<file path="src/rtl/spi_share_pkg.sv">
package spi_share_pkg;
  localparam int SIDES = 2;
  typedef logic side_t;
endpackage

</file>
<file path="src/rtl/spi_share_rr.sv">
module spi_share_rr
  import spi_share_pkg::*;
(
  input  logic [SIDES-1:0] req,
  input  side_t            last_id,
  output side_t            win
);
  always_comb begin
    if (req == 2'b11) win = ~last_id;
    else if (req[1])  win = 1'b1;
    else              win = 1'b0;
  end
endmodule

</file>
<file path="src/rtl/spi_share_owner.sv">
module spi_share_owner
  import spi_share_pkg::*;
(
  input  logic             clk,
  input  logic             rst_n,
  input  logic [SIDES-1:0] req,
  input  logic [SIDES-1:0] cs_n,
  output logic [SIDES-1:0] grant,
  output logic             busy
);
  logic  own_vld;
  logic  started;
  logic  rel;
  side_t own_id;
  side_t last_id;
  side_t win;

  spi_share_rr u_rr (
    .req     (req),
    .last_id (last_id),
    .win     (win)
  );

  always_comb begin
    rel = 1'b0;
    if (own_vld) begin
      if (started) rel = cs_n[own_id];
      else         rel = !req[own_id] && cs_n[own_id];
    end
  end

  always_ff @(posedge clk or negedge rst_n) begin
    if (!rst_n) begin
      own_vld <= 1'b0;
      started <= 1'b0;
      own_id  <= 1'b0;
      last_id <= 1'b1;
    end else if (own_vld) begin
      if (rel) begin
        own_vld <= 1'b0;
        started <= 1'b0;
      end else if (!cs_n[own_id]) begin
        started <= 1'b1;
      end
    end else if (|req) begin
      own_vld <= 1'b1;
      own_id  <= win;
      last_id <= win;
      started <= 1'b0;
    end
  end

  for (genvar g = 0; g < SIDES; g++) begin : g_grant
    assign grant[g] = own_vld && (own_id == side_t'(g));
  end

  assign busy = own_vld;
endmodule

</file>
<file path="src/rtl/spi_share_gate.sv">
module spi_share_gate #(
  parameter logic SCK_IDLE = 1'b0
) (
  input  logic grant,
  input  logic cs_n,
  input  logic sck,
  input  logic mosi,
  output logic drv_en,
  output logic g_cs_n,
  output logic g_sck,
  output logic g_mosi
);
  assign drv_en = grant & ~cs_n;
  assign g_cs_n = drv_en ? cs_n : 1'b1;
  assign g_sck  = drv_en ? sck  : SCK_IDLE;
  assign g_mosi = drv_en & mosi;
endmodule

</file>
<file path="src/rtl/spi_share_top.sv">
module spi_share_top
  import spi_share_pkg::*;
#(
  parameter logic SCK_IDLE = 1'b0
) (
  input  logic             clk,
  input  logic             rst_n,
  input  logic [SIDES-1:0] req_i,
  input  logic [SIDES-1:0] cs_n_i,
  input  logic [SIDES-1:0] sck_i,
  input  logic [SIDES-1:0] mosi_i,
  input  logic             miso_i,
  output logic [SIDES-1:0] grant_o,
  output logic             busy_o,
  output logic [SIDES-1:0] drv_en_o,
  output logic             bus_cs_n_o,
  output logic             bus_sck_o,
  output logic             bus_mosi_o,
  output logic [SIDES-1:0] miso_o
);
  logic [SIDES-1:0] g_cs_n;
  logic [SIDES-1:0] g_sck;
  logic [SIDES-1:0] g_mosi;

  spi_share_owner u_owner (
    .clk   (clk),
    .rst_n (rst_n),
    .req   (req_i),
    .cs_n  (cs_n_i),
    .grant (grant_o),
    .busy  (busy_o)
  );

  for (genvar s = 0; s < SIDES; s++) begin : g_side
    spi_share_gate #(.SCK_IDLE(SCK_IDLE)) u_gate (
      .grant  (grant_o[s]),
      .cs_n   (cs_n_i[s]),
      .sck    (sck_i[s]),
      .mosi   (mosi_i[s]),
      .drv_en (drv_en_o[s]),
      .g_cs_n (g_cs_n[s]),
      .g_sck  (g_sck[s]),
      .g_mosi (g_mosi[s])
    );
    assign miso_o[s] = drv_en_o[s] & miso_i;
  end

  assign bus_cs_n_o = &g_cs_n;
  assign bus_mosi_o = |g_mosi;

  if (SCK_IDLE) begin : g_sck_hi
    assign bus_sck_o = &g_sck;
  end else begin : g_sck_lo
    assign bus_sck_o = |g_sck;
  end
endmodule

</file>
<file path="config.mk">
export PLATFORM = sky130hd
export DESIGN_NAME = spi_share_top
export DESIGN_NICKNAME = d
export VERILOG_FILES = /design/src/rtl/spi_share_pkg.sv /design/src/rtl/spi_share_rr.sv /design/src/rtl/spi_share_owner.sv /design/src/rtl/spi_share_gate.sv /design/src/rtl/spi_share_top.sv
export SDC_FILE = /design/constraint.sdc
export NUM_CORES = 1
export LEC_CHECK = 0
export BUFFER_PORTS_ARGS = -buffer_cell sky130_fd_sc_hd__buf_2
export CAP_MARGIN = 20
export CORE_AREA = 2 2 39 41
export CTS_CLUSTER_SIZE = 12
export DETAILED_ROUTE_END_ITERATION = 12
export DIE_AREA = 0 0 41 43
export HOLD_SLACK_MARGIN = 0.06
export PLACE_DENSITY = 0.59
export SKIP_LAST_GASP = 1
export SLEW_MARGIN = 10
export SYNTH_ARGS = -nofsm -noshare
export SYNTH_HDL_FRONTEND = slang
export SYNTH_SLANG_ARGS = --single-unit
</file>
<file path="constraint.sdc">
create_clock -name clk -period 1.3 [get_ports clk]
set_clock_uncertainty 0.2 [all_clocks]
set_input_delay 0.26 -clock clk [delete_from_list [all_inputs] [get_ports clk]]
set_output_delay 0.26 -clock clk [all_outputs]
set_load 0.03 [all_outputs]
</file>
==> impl_metrics.py, run 1 <==
metrics = {
    "timing": {
        "finalCritPeriodShare": 1.33,
        "setup_viol": 11,
        "max_freq_mhz": 579,
        "period_minus_slack_ns": 1.73,
        "relSlewSlack": 0.857,
        "whs_ns": 0.0611,
        "tns_ns": -3.28,
        "hold_violations": 0,
        "tightest_slew_ns": 0.213,
        "maxSlewViolCount": 0,
        "finalWorstSetupSlack_ns": -0.426,
        "rsz0062_at_grt": "yes",
    },
    "critical_path": {
        "critPathKind": "reg2out",
        "critPathArrivalTime_ns": 1.27,
        "r2r_end": "u_owner.busy$_DFF_PN0_",
        "worstReg2RegStart": "u_owner.own_id$_DFFE_PN0P_",
        "cp_max_fo": 8,
        "reg2regPathDepth": 5,
        "startpoint_type": "flip-flop",
        "r2r_setup_slack_ns": -0.05,
        "end_kind": "output pin",
        "required_ns": 0.84,
    },
    "cts": {
        "clockBufferDepth": 2,
        "cts_tree": "built",
        "clkLatencyLatePin_ns": 0.26,
        "clkSinkCount": 4,
        "htreeDepth": 1,
        "path_clk_slew_ns": 0.05,
        "cts_buffers": 3,
        "ctsRootBufferMaster": "clkbuf_4",
    },
    "floorplan": {
        "die-area_um2": 1760,
        "start_util": 0.220,
        "io_pins": 21,
        "die_h_um": 43,
        "die_w_um": 41,
        "row_count": 14,
        "core_area_um2": 1380,
    },
    "layout": {
        "stdcell_count": 85,
        "final_cell_mix": "buf_6 (14), buf_2 (10), buf_4 (6)",
        "layout_commonest_cell": "buf_6",
        "num_antenna_cells": 0,
        "regArea_um2": 104,
        "drive_gt1_frac": 0.739,
        "multi_input_area_um2": 214,
        "final_util": 0.469,
        "finalNetCount": 81,
        "fin_area_um2": 649,
        "area_growth_pct": 114,
        "n_fill_cell": 137,
    },
    "route": {
        "routedWlPerCell_um": 11.5,
        "drc": 0,
        "via_per_inst": 4.52,
        "drt_iter0_markers": 4,
        "drt-total-wl_um": 981,
        "via_count": 384,
        "drt-pass1-iter-count": 3,
        "postRouteAntennaNets": 0,
    },
    "synth": {
        "synth-seq-cells": 4,
        "synth_warnings": 0,
        "synth_cell_types": 17,
        "syn-num-nets": 50,
        "yosysSeqAreaShare": 0.333,
        "synth_top_area_frac": 0.247,
        "yosysTopAreaCell": "dfrtp_1",
        "synth_area_leaders": "dfrtp_1 (25%), buf_4 (9.9%), dfstp_2 (8.6%), and2_1 (8.2%), inv_1 (7.4%)",
        "avgSynthCellArea_um2": 7.80,
        "synth_area_um2": 304,
        "synth_cells": 39,
    },
    "global_route": {
        "grt_max_degree": 9,
        "grt_pass1_vias": 370,
        "antenna_found_initial": 0,
        "grt.overflow.total": 0,
        "grt_usage": 0.131,
        "grt_pass1_wl_mm": 1.54,
    },
    "power": {
        "irDropWorstVdd_mv": 1.24,
        "power_density_nw_per_um2": 2430,
        "leakagePower_uw": 0.000333,
    },
    "hold_path": {
        "hold_depth": 2,
        "whs_endpoint": "u_owner.started$_DFFE_PN0P_",
        "min_from": "req_i[0]",
        "hold_class": "in2reg",
    },
    "flow_run": {
        "max_cap_violations": 0,
    },
    "place": {
        "portBuffers": 20,
        "dp_cells": 77,
        "dp_hpwl_um": 717,
        "place_area_um2": 483,
        "place_congestion": 0.726,
    },
    "run_status": {
        "violations": "setup timing",
        "outcome": "finished, violations left",
    },
}
## layer usage
| layer | up-vias | share of wire | global-route usage |
|---|---|---|---|
| met2 | 12 | 0.55 | 0.194 |
| met1 | 182 | 0.36 | 0.152 |
| met5 | - | 0 | 0 |
| met3 | 4 | 0.046 | 0.0314 |
| met4 | 0 | 0.039 | 0.100 |
| li1 | 186 | - | - |
## worst max path at each step
stage | start | end | slack, ns | cells past startpoint
CTS | u_owner.own_id$_DFFE_PN0P_ | bus_mosi_o | -0.43 | 3
finish | u_owner.own_id$_DFFE_PN0P_ | bus_mosi_o | -0.43 | 3
global route | u_owner.own_id$_DFFE_PN0P_ | bus_mosi_o | -0.48 | 3
floorplan | u_owner.own_id$_DFFE_PN0P_ | miso_o[0] | -0.09 | 4
detailed placement | u_owner.own_id$_DFFE_PN0P_ | bus_mosi_o | -0.23 | 4
global placement | u_owner.own_id$_DFFE_PN0P_ | miso_o[0] | -0.22 | 4
## synth_stat cells (all sizes together)
library cell,count
inv,6
buf,5
and2,4
nand2,4
dfrtp,3
nand2b,3
o21ai,3
nor2,2
o32ai,2
a21boi,1
a21oi,1
dfstp,1
mux2i,1
nor2b,1
o221ai,1
o41ai,1
## kinds of logic (layout without fill, tap and decap cells)
kind of cell,after synthesis,after routing,synth area share
AND/OR/NAND/NOR,14,14,0.239
buffers and inverters,11,41,0.189
AO/OA/AOI/OAI,9,9,0.206
flip-flops,4,4,0.333
multiplexers,1,1,0.0329
## through the flow
stage               setup slack [ns]  power [µW]
detailed placement            -0.226        1050
global placement              -0.216        1040
finish                        -0.426        1580
global route                  -0.476        1660
CTS                           -0.433        1520
floorplan                    -0.0902         843
## registers in the layout (all words and copies together) (netlist names)
name / count
u_owner.own_id: 1
u_owner.last_id: 1
u_owner.started: 1
u_owner.busy: 1
## report_power, final
group | leakage (µW) | switching [µW] | internal (µW)
Clock | 0.0000150 | 74.9 | 117
Combinational | 0.000275 | 517 | 582
Sequential | 0.0000431 | 82.9 | 202
Total | 0.000333 | 675 | 900
## what timing repair did
item                                    in CTS  in global routing
hold endpoints to repair                     5                  0
buffers inserted                             3                  2
endpoints found under the setup margin      13                 13
gates resized for setup                     30                  3
pin swaps                                    3                  1
hold buffers                                 1                  0
## layout make-up
class | count | share of cell area
inverter | 6 | 0.0347
multi-input combinational | 24 | 0.329
sequential | 4 | 0.160
tap | 16 | 0.0308
clock buffer | 4 | 0.0405
timing repair buffer | 31 | 0.405
## worst max-delay path, stage by stage (launching register included)
cell and delay [ns]:
dfrtp_2 0.46, o32ai_2 0.23, and2_4 0.17, buf_4 0.14
(Power assumes the default switching activity.)
==> run 2, diff against run 1 <==
--- a/config.mk
+++ b/config.mk
@@ -12,9 +12,10 @@
 export DETAILED_ROUTE_END_ITERATION = 12
 export DIE_AREA = 0 0 41 43
 export HOLD_SLACK_MARGIN = 0.06
-export PLACE_DENSITY = 0.59
+export PLACE_DENSITY = 0.61
 export SKIP_LAST_GASP = 1
 export SLEW_MARGIN = 10
 export SYNTH_ARGS = -nofsm -noshare
 export SYNTH_HDL_FRONTEND = slang
+export SYNTH_HIERARCHICAL = 1
 export SYNTH_SLANG_ARGS = --single-unit
==> run 2 against run 1 <==
  * The flow still finishes with violations (setup timing)
  * Power shrank 11%
  * Core utilization is 2.4 points lower
  * Non-clock buffer count decreased by 3
  * Die area unchanged
  * Cell area down 5.0%
  * Wire length shrank 21%
  * Sequential power down 17%
  * Maximum frequency fell by 5.8%
  * Global-route usage fell by 3.5 points
  * Register-to-register slack worse by 0.17 ns
  * Critical endpoint unchanged
  * Largest power group unchanged
  * Highest routed layer is now met3
==> impl_metrics.py, run 2 <==
metrics = {
    "synth": {
        "ys_top_cells_by_count": "and2_1 (4), and3b_2 (4), dfrtp_1 (3)",
        "synth_top_area_frac": 0.230,
        "synth-seq-cells": 4,
        "syn-num-nets": 45,
        "synth_edf_count": 0,
        "synth_ff_type": "dfrtp_1",
        "yosysSeqAreaShare": 0.310,
        "synth_cells": 34,
        "synth_cell_types": 19,
        "synth_area_leaders": "dfrtp_1 (23%), and3b_2 (12%), mux2_4 (9.2%), dfstp_2 (8.0%), and2_1 (7.7%)",
        "synth_area_um2": 327,
        "yosysTopAreaCell": "dfrtp_1",
        "async_reset_ff_frac": 1.00,
        "synth_warnings": 6,
        "avgSynthCellArea_um2": 9.60,
    },
    "global_route": {
        "grt_max_degree": 7,
        "grt_pass1_wl_mm": 1.12,
        "use_met2": 0.163,
        "grt_usage": 0.0956,
        "met3_usage": 0.0314,
        "antenna_found_initial": 0,
        "grt.overflow.total": 0,
        "grt_use_met1": 0.0906,
        "top_usage_layer": "met2",
        "grt_pass1_vias": 326,
    },
    "layout": {
        "area_growth_pct": 88.9,
        "num_antenna_cells": 0,
        "layout_commonest_cell": "buf_2",
        "stdcell_count": 82,
        "drive_gt1_frac": 0.758,
        "finalNetCount": 78,
        "fin_area_um2": 617,
        "final_cell_mix": "buf_2 (12), buf_6 (9), buf_4 (6)",
    },
    "cts": {
        "cts_tree": "built",
        "clockBufferDepth": 2,
        "ctsRootBufferMaster": "clkbuf_4",
        "cts_buffers": 3,
        "path_clk_slew_ns": 0.04,
        "clkSinkCount": 4,
        "clkLatencyLatePin_ns": 0.23,
        "htreeDepth": 1,
    },
    "critical_path": {
        "cp_slowest_cell": "dfrtp_2",
        "critPathArrivalTime_ns": 1.37,
        "critPathKind": "reg2out",
        "startpoint_type": "flip-flop",
        "path_cells": "and2_4 -> and3b_2 -> or2_4 -> buf_6",
        "end_kind": "output pin",
        "worstReg2RegStart": "u_owner/busy$_DFF_PN0_",
        "cp_max_fo": 5,
        "required_ns": 0.84,
        "max_stage_delay_ns": 0.42,
        "r2r_setup_slack_ns": -0.22,
        "startpoint": "u_owner/busy$_DFF_PN0_",
    },
    "route": {
        "via_per_inst": 4.37,
        "drc": 0,
        "drt-total-wl_um": 772,
        "via_count": 358,
        "drt-pass1-iter-count": 5,
        "drt_iter0_markers": 6,
        "routedWlPerCell_um": 9.41,
        "postRouteAntennaNets": 0,
    },
    "place": {
        "place_area_um2": 515,
        "portBuffers": 20,
        "place_congestion": 0.731,
        "dp_hpwl_um": 649,
        "pre_cts_slack_ns": -0.320,
        "dp_cells": 76,
    },
    "timing": {
        "period_minus_slack_ns": 1.83,
        "tightest_slew_ns": 0.180,
        "finalWorstSetupSlack_ns": -0.532,
        "finalCritPeriodShare": 1.41,
        "max_freq_mhz": 546,
        "hold_violations": 0,
        "setup_viol": 12,
        "tns_ns": -3.75,
        "rsz0062_at_grt": "yes",
        "maxSlewViolCount": 0,
        "relSlewSlack": 0.877,
    },
    "run_status": {
        "outcome": "finished, violations left",
        "violations": "setup timing",
    },
    "floorplan": {
        "die_w_um": 41,
        "core_area_um2": 1380,
        "die-area_um2": 1760,
        "io_pins": 21,
        "row_count": 14,
        "start_util": 0.236,
        "die_h_um": 43,
    },
    "flow_run": {
        "max_cap_violations": 0,
    },
    "hold_path": {
        "min_from": "req_i[0]",
        "hold_class": "in2reg",
    },
    "power": {
        "leakagePower_uw": 0.000325,
        "p_total_uw": 1410,
        "irDropWorstVdd_mv": 1.06,
        "power_density_nw_per_um2": 2280,
    },
}
## run 2: final cells by class
class / count / area (µm²)
clock buffers: 4 / 26.3
fillers: 138 / 767
inverters: 1 / 3.75
multi-input cells: 29 / 248
flip-flops and latches: 4 / 103
well taps: 16 / 20.0
repair buffers: 28 / 216
## run 2: where the power goes
group	switching, µW	total (µW)	leakage, µW	internal, µW
Sequential	38.1	237	0.0000449	199
Combinational	476	1000	0.000266	523
Clock	53.4	169	0.0000150	115
## run 2: routing by layer
layer | vias to the layer above | wire length (µm)
met5 | - | 0
met4 | 0 | 0
met3 | 0 | 77
met2 | 21 | 393
met1 | 158 | 301
li1 | 179 | -
## run 2: what timing repair did
item / 4_1_cts / 5_1_grt
resized for setup: 17 / 3
hold buffers: 1 / 0
pin swaps: 1 / 1
hold endpoints to repair: 4 / 0
setup endpoints to repair: 13 / 14
buffers inserted: 0 / 1
## run 2: path summary, 6_finish.rpt
| kind | to | depth (start not counted) |
|---|---|---|
| worst max-delay path | bus_mosi_o | 4 |
| worst min-delay path | u_owner/started$_DFFE_PN0P_ | 4 |
| worst max register to register | u_owner/own_id$_DFFE_PN0P_ | 4 |
| worst min register to register | u_owner/started$_DFFE_PN0P_ | 2 |
| max in group asynchronous | u_owner/last_id$_DFFE_PN1P_ | 2 |
| min in group asynchronous | u_owner/started$_DFFE_PN0P_ | 2 |
## run 2: worst max-delay path, delay by kind of cell (launching register included)
| kind | cells | cell delay, ns |
|---|---|---|
| simple gates | 3 | 0.58 |
| flops | 1 | 0.42 |
| buf+inv | 1 | 0.14 |
## run 2: cell families (layout without fill, tap and decap cells)
logic type             count (synthesis)  in the layout  share of synthesized area
AO/OA/AOI/OAI                          5              5                      0.111
buffers and inverters                  1             33                     0.0115
flip-flops                             4              4                      0.310
multiplexers                           3              3                      0.123
AND/OR/NAND/NOR                       21             21                      0.444
## run 2: per-stage QoR
stage | hold slack [ns] | utilization
after detailed placement | -0.130 | 0.373
final | 0.129 | 0.446
after global routing | 0.142 | 0.446
after floorplan | -0.236 | -
after global placement | -0.131 | 0.373
after CTS | 0.141 | 0.435
==> run 3, diff against run 2 <==
==> constraint.sdc (replaced) <==
create_clock -name clk -period 1.6 [get_ports clk]
set_clock_uncertainty 0.2 [all_clocks]
set_input_delay 0.32 -clock clk [delete_from_list [all_inputs] [get_ports clk]]
set_output_delay 0.32 -clock clk [all_outputs]
set_load 0.03 [all_outputs]
==> run 3 against run 2 <==
  * The run still ends with setup timing left
  * Clock-buffer cell count stayed put
  * Via count increased by 0.84%
  * Core utilization is 0.90 points lower
  * Cell count down 2.4%
  * Sequential share of layout area increased by 0.34 points
  * First-iteration DRC count is 83% lower
  * Critical path depth unchanged
  * Power down 16%
  * Cell area shrank 2.0%
  * Non-clock buffer count down 2
  * Sequential cell count did not move
==> impl_metrics.py, run 3 (synthesis gave the netlist of run 2 again) <==
metrics = {
    "run_status": {
        "outcome": "finished, violations left",
        "violations": "setup timing",
    },
    "power": {
        "leakagePower_uw": 0.000318,
        "irDropWorstVdd_mv": 0.703,
        "power_density_nw_per_um2": 1960,
        "clkPwrFrac": 0.119,
        "sw_frac_of_total": 0.404,
        "comb_power_share": 0.719,
        "internal-power_uw": 708,
        "p_switching_uw": 479,
        "seqPwrFrac": 0.162,
    },
    "critical_path": {
        "cp_slowest_cell": "dfrtp_2",
        "critPathKind": "reg2out",
        "path_cells": "and2_4 -> and3b_2 -> or2_4 -> buf_6",
        "max_stage_delay_ns": 0.41,
        "end_kind": "output pin",
        "startpoint_type": "flip-flop",
        "cp_num_buf_inv": 1,
        "required_ns": 1.08,
        "r2r_end": "u_owner/own_id$_DFFE_PN0P_",
        "r2r_setup_slack_ns": 0.16,
        "reg2regPathDepth": 3,
        "crit_family": "simple AND/OR/NAND/NOR gates",
        "critPathArrivalTime_ns": 1.39,
        "worstReg2RegStart": "u_owner/busy$_DFF_PN0_",
        "cp_max_fo": 4,
    },
    "hold_path": {
        "whs_endpoint": "u_owner/busy$_DFF_PN0_",
        "min_from": "req_i[0]",
        "hold_class": "in2reg",
        "hold_depth": 2,
    },
    "cts": {
        "path_clk_slew_ns": 0.05,
        "cts_tree": "built",
        "clkSinkCount": 4,
        "clkLatencyLatePin_ns": 0.24,
        "cts_buffers": 3,
        "ctsRootBufferMaster": "clkbuf_4",
        "clockBufferDepth": 2,
        "htreeDepth": 1,
    },
    "layout": {
        "area_growth_pct": 85.1,
        "regArea_um2": 103,
        "multi_input_area_um2": 244,
        "num_antenna_cells": 0,
        "fin_area_um2": 604,
        "final_util": 0.437,
        "finalNetCount": 76,
        "drive_gt1_frac": 0.734,
        "final_cell_mix": "buf_2 (11), buf_6 (10), and2_4 (4), and3b_2 (4), buf_4 (4)",
        "layout_commonest_cell": "buf_2",
        "n_fill_cell": 130,
    },
    "floorplan": {
        "start_util": 0.236,
        "die_w_um": 41,
        "die_h_um": 43,
        "io_pins": 21,
        "row_count": 14,
        "die-area_um2": 1760,
        "core_area_um2": 1380,
    },
    "timing": {
        "max_freq_mhz": 525,
        "tightest_slew_ns": 0.174,
        "relSlewSlack": 0.881,
        "tns_ns": -1.48,
        "rsz0062_at_grt": "yes",
        "hold_violations": 0,
        "maxSlewViolCount": 0,
        "finalCritPeriodShare": 1.19,
        "period_minus_slack_ns": 1.91,
        "finalWorstSetupSlack_ns": -0.305,
        "setup_viol": 8,
    },
    "route": {
        "via_per_inst": 4.51,
        "drt_iter0_markers": 1,
        "postRouteAntennaNets": 0,
        "routedWlPerCell_um": 11.2,
        "drt-pass1-iter-count": 2,
        "via_count": 361,
        "drc": 0,
        "drt-total-wl_um": 899,
    },
    "global_route": {
        "grt_max_degree": 7,
        "antenna_found_initial": 0,
        "grt_pass1_vias": 348,
        "grt_usage": 0.113,
        "grt_pass1_wl_mm": 1.30,
        "grt.overflow.total": 0,
    },
    "place": {
        "portBuffers": 20,
        "place_area_um2": 493,
        "dp_hpwl_um": 621,
        "place_congestion": 0.742,
    },
    "flow_run": {
        "max_cap_violations": 0,
    },
}
run 3: changes by cell type in the layout (fill, tap and decap cells not counted), sizes merged:
cell  change
buf       -2
run 3: power by group through the flow:
stage               Combinational [µW]  Clock (µW)  Sequential (µW)
floorplan                          447           0              237
global placement                   680           0              190
detailed placement                 687           0              192
CTS                                804         150              194
global route                       915         152              204
finish                             854         141              192
run 3: repair_timing:
item | in CTS | in global routing
hold buffers | 1 | 0
hold endpoints to repair | 4 | 0
setup endpoints to repair | 8 | 9
gates resized for setup | 16 | 4
pin swaps | 3 | 1
setup buffers | 1 | 1
gates cloned | 0 | 0
run 3: layout make-up:
type | count | share of cell area
multi-input cells | 29 | 0.404
repair buffers | 26 | 0.344
flip-flops and latches | 4 | 0.170
clock buffers | 4 | 0.0435
well taps | 16 | 0.0331
inverters | 1 | 0.00621
run 3: metrics by stage:
| step | setup slack [ns] | total power (µW) | hold WS, ns | cells |
|---|---|---|---|---|
| floorplan | -0.239 | 684 | -0.176 | 34 |
| global placement | -0.0482 | 870 | -0.0708 | 73 |
| detailed placement | -0.0665 | 880 | -0.0718 | 73 |
| CTS | -0.303 | 1150 | 0.143 | 79 |
| global route | -0.352 | 1270 | 0.157 | 80 |
| finish | -0.305 | 1190 | 0.149 | 80 |
run 3: worst max path at each step:
stage | startpoint | endpoint | depth (start not counted) | slack [ns]
2_1_floorplan | u_owner/busy$_DFF_PN0_ | miso_o[0] | 3 | -0.24
3_3_place_gp | u_owner/busy$_DFF_PN0_ | bus_sck_o | 4 | -0.05
3_5_place_dp | u_owner/busy$_DFF_PN0_ | bus_mosi_o | 4 | -0.07
4_1_cts | u_owner/busy$_DFF_PN0_ | bus_mosi_o | 4 | -0.30
5_1_grt | u_owner/busy$_DFF_PN0_ | bus_mosi_o | 4 | -0.35
6_report | u_owner/busy$_DFF_PN0_ | bus_mosi_o | 4 | -0.31
run 3: layer usage:
metal,GRT usage,vias to the layer above,part of all wire
met4,0.0200,0,0
met1,0.108,163,0.33
met5,0,-,0
li1,-,177,-
met3,0.0628,0,0.11
met2,0.200,21,0.56
